==> src/rtl/mbs_pkg.sv <==
package mbs_pkg;
    localparam int ADDR_W = 20;
    localparam int DATA_W = 16;
    localparam int LANES  = DATA_W / 8;

    typedef enum logic [2:0] {
        ST_IDLE,
        ST_T1,
        ST_T2,
        ST_T3,
        ST_T4,
        ST_HOLD
    } bus_st_e;

    typedef struct packed {
        logic              write;
        logic              internal;
        logic              show;
        logic              addr_off;
        logic [ADDR_W-1:0] addr;
        logic [DATA_W-1:0] data;
        logic [LANES-1:0]  be;
    } bus_req_t;
endpackage

==> src/rtl/mbs_fsm.sv <==
module mbs_fsm
    import mbs_pkg::*;
(
    input  logic    clk,
    input  logic    rst_n,
    input  logic    req_valid,
    input  logic    hold_req,
    output bus_st_e state,
    output logic    ready,
    output logic    accept
);
    bus_st_e nxt;

    always_ff @(posedge clk) begin
        if (!rst_n) state <= ST_IDLE;
        else        state <= nxt;
    end

    always_comb begin
        ready  = rst_n && (state == ST_IDLE) && !hold_req;
        accept = ready && req_valid;
        nxt    = state;
        unique case (state)
            ST_IDLE: begin
                if (hold_req)       nxt = ST_HOLD;
                else if (req_valid) nxt = ST_T1;
            end
            ST_T1:   nxt = ST_T2;
            ST_T2:   nxt = ST_T3;
            ST_T3:   nxt = ST_T4;
            ST_T4:   nxt = ST_IDLE;
            ST_HOLD: if (!hold_req) nxt = ST_IDLE;
            default: nxt = ST_IDLE;
        endcase
    end

    // the four bus states follow one another without a gap
    a_r1_t1_to_t2: assert property (@(posedge clk) disable iff (!rst_n)
        state == ST_T1 |=> state == ST_T2);
    a_r1_t3_to_t4: assert property (@(posedge clk) disable iff (!rst_n)
        state == ST_T3 |=> state == ST_T4);
    a_r1_t4_exit: assert property (@(posedge clk) disable iff (!rst_n)
        state == ST_T4 |=> state == ST_IDLE);
    // hold is kept while it is requested
    a_r6_hold_stays: assert property (@(posedge clk) disable iff (!rst_n)
        (state == ST_HOLD && hold_req) |=> state == ST_HOLD);
endmodule

==> src/rtl/mbs_lane.sv <==
module mbs_lane
    import mbs_pkg::*;
#(
    parameter bit NARROW = 1'b0,
    parameter int LANE   = 0
) (
    input  logic       clk,
    input  logic       rst_n,
    input  bus_st_e    state,
    input  bus_req_t   req,
    output logic [7:0] lane_out,
    output logic       lane_oe
);
    localparam bit ADDR_ONLY = NARROW && (LANE == 1);
    localparam int LO = LANE * 8;

    logic drive_data;

    always_comb begin
        lane_out   = '0;
        lane_oe    = 1'b0;
        drive_data = req.write || (req.show && req.internal);
        if (ADDR_ONLY) begin
            lane_out = req.addr[LO +: 8];
            lane_oe  = state inside {ST_T1, ST_T2, ST_T3, ST_T4};
        end else begin
            unique case (state)
                ST_T1: begin
                    lane_out = req.addr[LO +: 8];
                    lane_oe  = !req.addr_off;
                end
                ST_T2: begin
                    lane_out = req.data[LO +: 8];
                    lane_oe  = req.write && req.be[LANE];
                end
                ST_T3, ST_T4: begin
                    lane_out = req.data[LO +: 8];
                    lane_oe  = drive_data && req.be[LANE];
                end
                default: begin
                    lane_out = '0;
                    lane_oe  = 1'b0;
                end
            endcase
        end
    end

    if (!ADDR_ONLY) begin : g_chk
        // a read leaves the lane floating in T2
        a_r4_t2_read_float: assert property (@(posedge clk) disable iff (!rst_n)
            (state == ST_T2 && !req.write) |-> !lane_oe);
    end else begin : g_chk_ao
        // address-only lane is driven through the whole cycle
        a_r10_addr_only: assert property (@(posedge clk) disable iff (!rst_n)
            (state == ST_T4) |-> lane_oe);
    end
endmodule

==> src/rtl/mbs_strap.sv <==
module mbs_strap
    import mbs_pkg::*;
(
    input  logic              clk,
    input  logic              rst_n,
    input  logic [DATA_W-1:0] ad_in,
    input  logic              show_strap_n,
    input  logic              aden_strap_n,
    output logic [DATA_W-1:0] cfg_word,
    output logic              show_strap_on,
    output logic              status_lock
);
    always_ff @(posedge clk) begin
        if (!rst_n) begin
            cfg_word      <= ad_in;
            show_strap_on <= !show_strap_n;
            status_lock   <= !aden_strap_n;
        end
    end

    // configuration is frozen once reset is released
    a_r11_cfg_frozen: assert property (@(posedge clk) disable iff (!rst_n)
        $past(rst_n) |-> $stable(cfg_word));
endmodule

==> src/rtl/muxbus_seq.sv <==
module muxbus_seq
    import mbs_pkg::*;
#(
    parameter bit NARROW = 1'b0
) (
    input  logic              clk,
    input  logic              rst_n,
    input  logic              req_valid,
    input  logic              req_write,
    input  logic              req_internal,
    input  logic [ADDR_W-1:0] req_addr,
    input  logic [DATA_W-1:0] req_wdata,
    input  logic [LANES-1:0]  req_be,
    output logic              req_ready,
    input  logic              show_read,
    input  logic              addr_phase_off,
    input  logic              hold_req,
    output logic              hold_ack,
    output logic [ADDR_W-1:0] a_out,
    output logic              a_oe,
    output logic [DATA_W-1:0] ad_out,
    output logic [LANES-1:0]  ad_oe,
    input  logic [DATA_W-1:0] ad_in,
    output logic [DATA_W-1:0] rdata,
    output logic              done,
    input  logic              show_strap_n,
    input  logic              aden_strap_n,
    output logic [DATA_W-1:0] cfg_word,
    output logic              status_lock
);
    localparam logic [DATA_W-1:0] RD_MASK = NARROW ? DATA_W'(8'hFF) : '1;

    bus_st_e  state;
    logic     accept;
    logic     show_strap_on;
    bus_req_t req_q;

    mbs_fsm u_fsm (
        .clk       (clk),
        .rst_n     (rst_n),
        .req_valid (req_valid),
        .hold_req  (hold_req),
        .state     (state),
        .ready     (req_ready),
        .accept    (accept)
    );

    mbs_strap u_strap (
        .clk           (clk),
        .rst_n         (rst_n),
        .ad_in         (ad_in),
        .show_strap_n  (show_strap_n),
        .aden_strap_n  (aden_strap_n),
        .cfg_word      (cfg_word),
        .show_strap_on (show_strap_on),
        .status_lock   (status_lock)
    );

    always_ff @(posedge clk) begin
        if (accept) begin
            req_q.write    <= req_write;
            req_q.internal <= req_internal;
            req_q.show     <= show_read || show_strap_on;
            req_q.addr_off <= addr_phase_off;
            req_q.addr     <= req_addr;
            req_q.data     <= req_wdata;
            req_q.be       <= req_be;
        end
    end

    always_ff @(posedge clk) begin
        if (!rst_n)
            rdata <= '0;
        else if (state == ST_T3 && !req_q.write)
            rdata <= (req_q.internal ? req_q.data : ad_in) & RD_MASK;
    end

    always_ff @(negedge clk) begin
        if (!rst_n) begin
            a_oe <= 1'b0;
        end else begin
            unique case (state)
                ST_IDLE: begin
                    a_oe <= accept;
                    if (accept) a_out <= req_addr;
                end
                ST_HOLD: a_oe <= 1'b0;
                default: a_oe <= a_oe;
            endcase
        end
    end

    always_comb begin
        done     = (state == ST_T4);
        hold_ack = (state == ST_HOLD);
    end

    for (genvar g = 0; g < LANES; g++) begin : g_lane
        mbs_lane #(.NARROW(NARROW), .LANE(g)) u_lane (
            .clk      (clk),
            .rst_n    (rst_n),
            .state    (state),
            .req      (req_q),
            .lane_out (ad_out[g*8 +: 8]),
            .lane_oe  (ad_oe[g])
        );
    end

    // nothing is driven while another master owns the bus
    a_r6_hold_quiet: assert property (@(posedge clk) disable iff (!rst_n)
        hold_ack |-> (ad_oe == '0 && !a_oe));
    // the plain address is valid whenever the shared pins drive
    a_r5_addr_ahead: assert property (@(posedge clk) disable iff (!rst_n)
        (ad_oe != '0) |-> a_oe);
    // done lasts one cycle
    a_r4_done_single: assert property (@(posedge clk) disable iff (!rst_n)
        done |=> !done);
endmodule

==> config.mk <==
export PLATFORM = sky130hd
export DESIGN_NAME = muxbus_seq
export DESIGN_NICKNAME = d
export VERILOG_FILES = /design/src/rtl/mbs_pkg.sv /design/src/rtl/mbs_fsm.sv /design/src/rtl/mbs_lane.sv /design/src/rtl/mbs_strap.sv /design/src/rtl/muxbus_seq.sv
export SDC_FILE = /design/constraint.sdc
export NUM_CORES = 1
export LEC_CHECK = 0
export ABC_AREA = 1
export BUFFER_PORTS_ARGS = -buffer_cell sky130_fd_sc_hd__clkbuf_2
export CAP_MARGIN = 20
export CORE_ASPECT_RATIO = 0.9
export CORE_MARGIN = 2
export CORE_UTILIZATION = 52
export DETAILED_ROUTE_END_ITERATION = 8
export PLACE_DENSITY = 0.87
export SLEW_MARGIN = 25
export SYNTH_ARGS = -nofsm -noshare
export SYNTH_HDL_FRONTEND = slang
export SYNTH_SLANG_ARGS = --single-unit
==> constraint.sdc <==
create_clock -name clk -period 4 [get_ports clk]
set_clock_uncertainty 0.2 [all_clocks]
set_input_delay 0.8 -clock clk [delete_from_list [all_inputs] [get_ports clk]]
set_output_delay 0.8 -clock clk [all_outputs]
set_load 0.05 [all_outputs]
==> metrics.md <==
| Metric | Value |
|---|---|
| Setup WS post-layout | `-0.00323 ns` |
| CP Cell Sequence | `buf_8` |
| Placed Cells | `530` |
| # IOs | `139` |
| Ant. Diodes | `0` |
| Pwr Total | `2.29 mW` |
| Fin util | `72.4%` |
| Flop-to-flop setup slack | `0.34 ns` |
| Multi-input gate area | `721 um^2` |
| Arrival time of the worst setup path | `3.00 ns` |
| Yosys top cell by area | `edfxtp_1` |
| Clk slew on worst S/H paths | `around 0.05 ns` |
| Gate Count Post-Synth | `between 300 and 400` |
| Tot GR Track Use | `21.5%` |
| Hold Slack | `0.286 ns` |
| Pin count of the biggest net entering global routing | `37` |
| Root buf cell | `clkbuf_8` |
| Finished Cell Area | `0.00482 mm^2` |
| Ranking of synthesized cells by area | `edfxtp_1, dfxtp_1, nand2_1, o21ai_0, inv_1` |
| Clk sinks | `96` |
| Failing checks | `setup timing` |
| Max Cap Violations | `0` |
| Die area | `0.00765 mm^2` |
| FP Rows | `28` |
| CORE AREA | `0.00666 mm^2` |
| Post-synthesis mux area share | `0%` |
| Final nets | `around 540` |
| Top post-synthesis cells by count | `nand2_1, edfxtp_1, inv_1` |
| Share of cells above drive strength 1 | `36.3%` |
| Final GP Congestion | `0.805` |
| Flops & latches, synth | `96` |
| Syn nets | `369` |
| Synth-to-layout area growth | `33.1%` |
| Most frequent cell after synthesis | `nand2_1` |
| H-tree level count | `3` |
| Unrepaired setup endpoints after global routing | `yes` |
| Compound-Gate Fraction of Synth Area | `5.25%` |
| First-pass detailed-route iteration total | `4` |
| Yosys top cell area share | `63.0%` |
| Initial antenna violation count | `0` |
| First-pass GRT wire length | `between 10000 and 15000 um` |
| Kind of critical path | `reg2out` |
| Synthesized cell area | `between 0.003 and 0.004 mm^2` |
| Max stage delay cell, worst path | `edfxtp_1` |
| Worst hold path class | `reg2reg` |
| Vias after detailed routing | `2657` |
| Placed cell areas | `0.00442 mm^2` |
| Post-route antenna net violation count | `0` |
| CTS tree | `yes` |
| Via-to-Cell Ratio | `4.69` |
| Initial DRC count | `about 90` |
| Critical Path Start Type | `flop` |
| Adder-cell share of the synthesized area | `0%` |
| EDFF count, synth | `76` |
| Sequential share of the synthesized area | `74.1%` |
| Initial core utilization | `54.4%` |
| Simple-gate share of the synthesized area | `14.7%` |
| Setup Viol. Count Final | `1` |
| Top delay family on crit path | `flip-flops` |
| Dominant synthesized flop cell | `edfxtp_1` |
| Fillers | `476` |
| Total length of routed wires | `7940 um` |
| CTS Buffer Depth | `2` |
| Area occupied by registers | `about 0.0027 mm^2` |
| Post-synthesis xor/xnor area fraction | `0%` |
| Post-CTS setup buffer count | `0` |
| DRC violations left | `0` |
| Least-Margin Pin Slew | `0.498 ns` |
| Synth warn | `0` |
| Detailed placement HPWL | `about 5800 um` |
| Die Span X | `92.0 um` |
| Req. time, crit path | `3.00 ns` |
| Fraction of registers with async set/reset | `0%` |
| Crit-path max FO | `1` |
| Status | `finished, violations left` |
| Main combinational cell family by area after synthesis | `simple AND/OR/NAND/NOR gates` |
| CP bufs+invs | `1` |
| Max VDD drop | `417 uV` |
| Congestion Overflow GR | `0` |
| Wire per inst | `between 10 and 15 um` |
| CP endpoint kind | `output pin` |
| Max_slew headroom | `between 60% and 70%` |
| Buffers added on ports | `138` |
| Non-filler instance count after layout | `between 500 and 600` |
| Syn_area_per_cell | `about 12 um^2` |
| Vias in the first global route | `roughly 2.6k` |
| Slowest stage delay, CP | `0.42 ns` |
| Count of pins over their slew limit | `0` |
| Leakage power | `roughly 2.3 nW` |
| Pwr Density | `between 400 and 500 mW/mm^2` |
| Final Hold Vio Count | `0` |
| Worst-skew pair later-pin latency | `0.36 ns` |
| Height of the die | `approximately 83 um` |
| Post-synth cell types | `22` |
| TritonCTS Buffers | `9` |
-- report_power, final --
part | switching (mW) | total (mW) | internal, mW
combinational | 0.326 | 0.426 | 0.100
sequential | 0.0198 | 1.15 | 1.13
clock | 0.436 | 0.719 | 0.283
-- repair_timing --
item                       4_1_cts  5_1_grt
setup endpoints to repair       19       20
hold buffers                     0        0
resized for setup               27       23
cloned                           0        0
-- metrics by stage --
step	TNS [ns]	setup WS (ns)
3_3_place_gp	0	0.0611
5_1_grt	-0.263	-0.0577
6_report	-0.00323	-0.00323
4_1_cts	-0.0234	-0.00927
3_5_place_dp	0	0.0625
2_1_floorplan	0	0.0473
-- kinds of logic (layout without fill, tap and decap cells) --
kind of cell | count (synthesis) | after routing
AND/OR/NAND/NOR | 124 | 124
buffers and inverters | 47 | 218
AO/OA/AOI/OAI | 38 | 38
flip-flops | 96 | 96
-- final cells by class --
cell class              instances  area share [%]
flip-flops and latches         96            55.7
repair buffers                146            18.3
multi-input cells             162            15.0
clock inverters                28            3.32
inverters                      35            2.86
clock buffers                   9            2.57
well taps                      90            2.34
-- sequential cells by signal, summed over array words and instances, names as in the netlist --
register	count
rdata	16
u_strap.status_lock	1
req_q	38
u_strap.cfg_word	16
a_oe	1
u_fsm.state	3
a_out	20
u_strap.show_strap_on	1
-- cells in the final DEF (no fill, tap or decap), drive strengths merged --
cell,count
clkbuf,129
nand4,1
or2,2
nor2,37
o21ai,34
a21oi,4
clkinv,1
inv,61
edfxtp,76
nor3,1
nand2,77
buf,26
nand3,6
dfxtp,20
clkinvlp,1
-- worst paths after layout --
path	start	to	cells after the start
setup / recovery	a_out[1]	a_out[1]	1
setup reg to reg	u_fsm.state[1]	a_out[10]	6
hold reg to reg	a_oe	a_oe	2
hold / removal	a_oe	a_oe	2
-- metal layers --
| layer | track usage [%] | part of all wire [%] | up-vias | wire [um] |
|---|---|---|---|---|
| li1 | - | - | 1335 | - |
| met1 | 28.3 | 43 | 1185 | 3420 |
| met2 | 33.4 | 48 | 121 | 3800 |
| met3 | 6.72 | 6.7 | 16 | 535 |
| met4 | 8.82 | 2.3 | 0 | 180 |
| met5 | 0 | 0 | - | 0 |
Note: power is estimated with default switching activity, not from simulation.
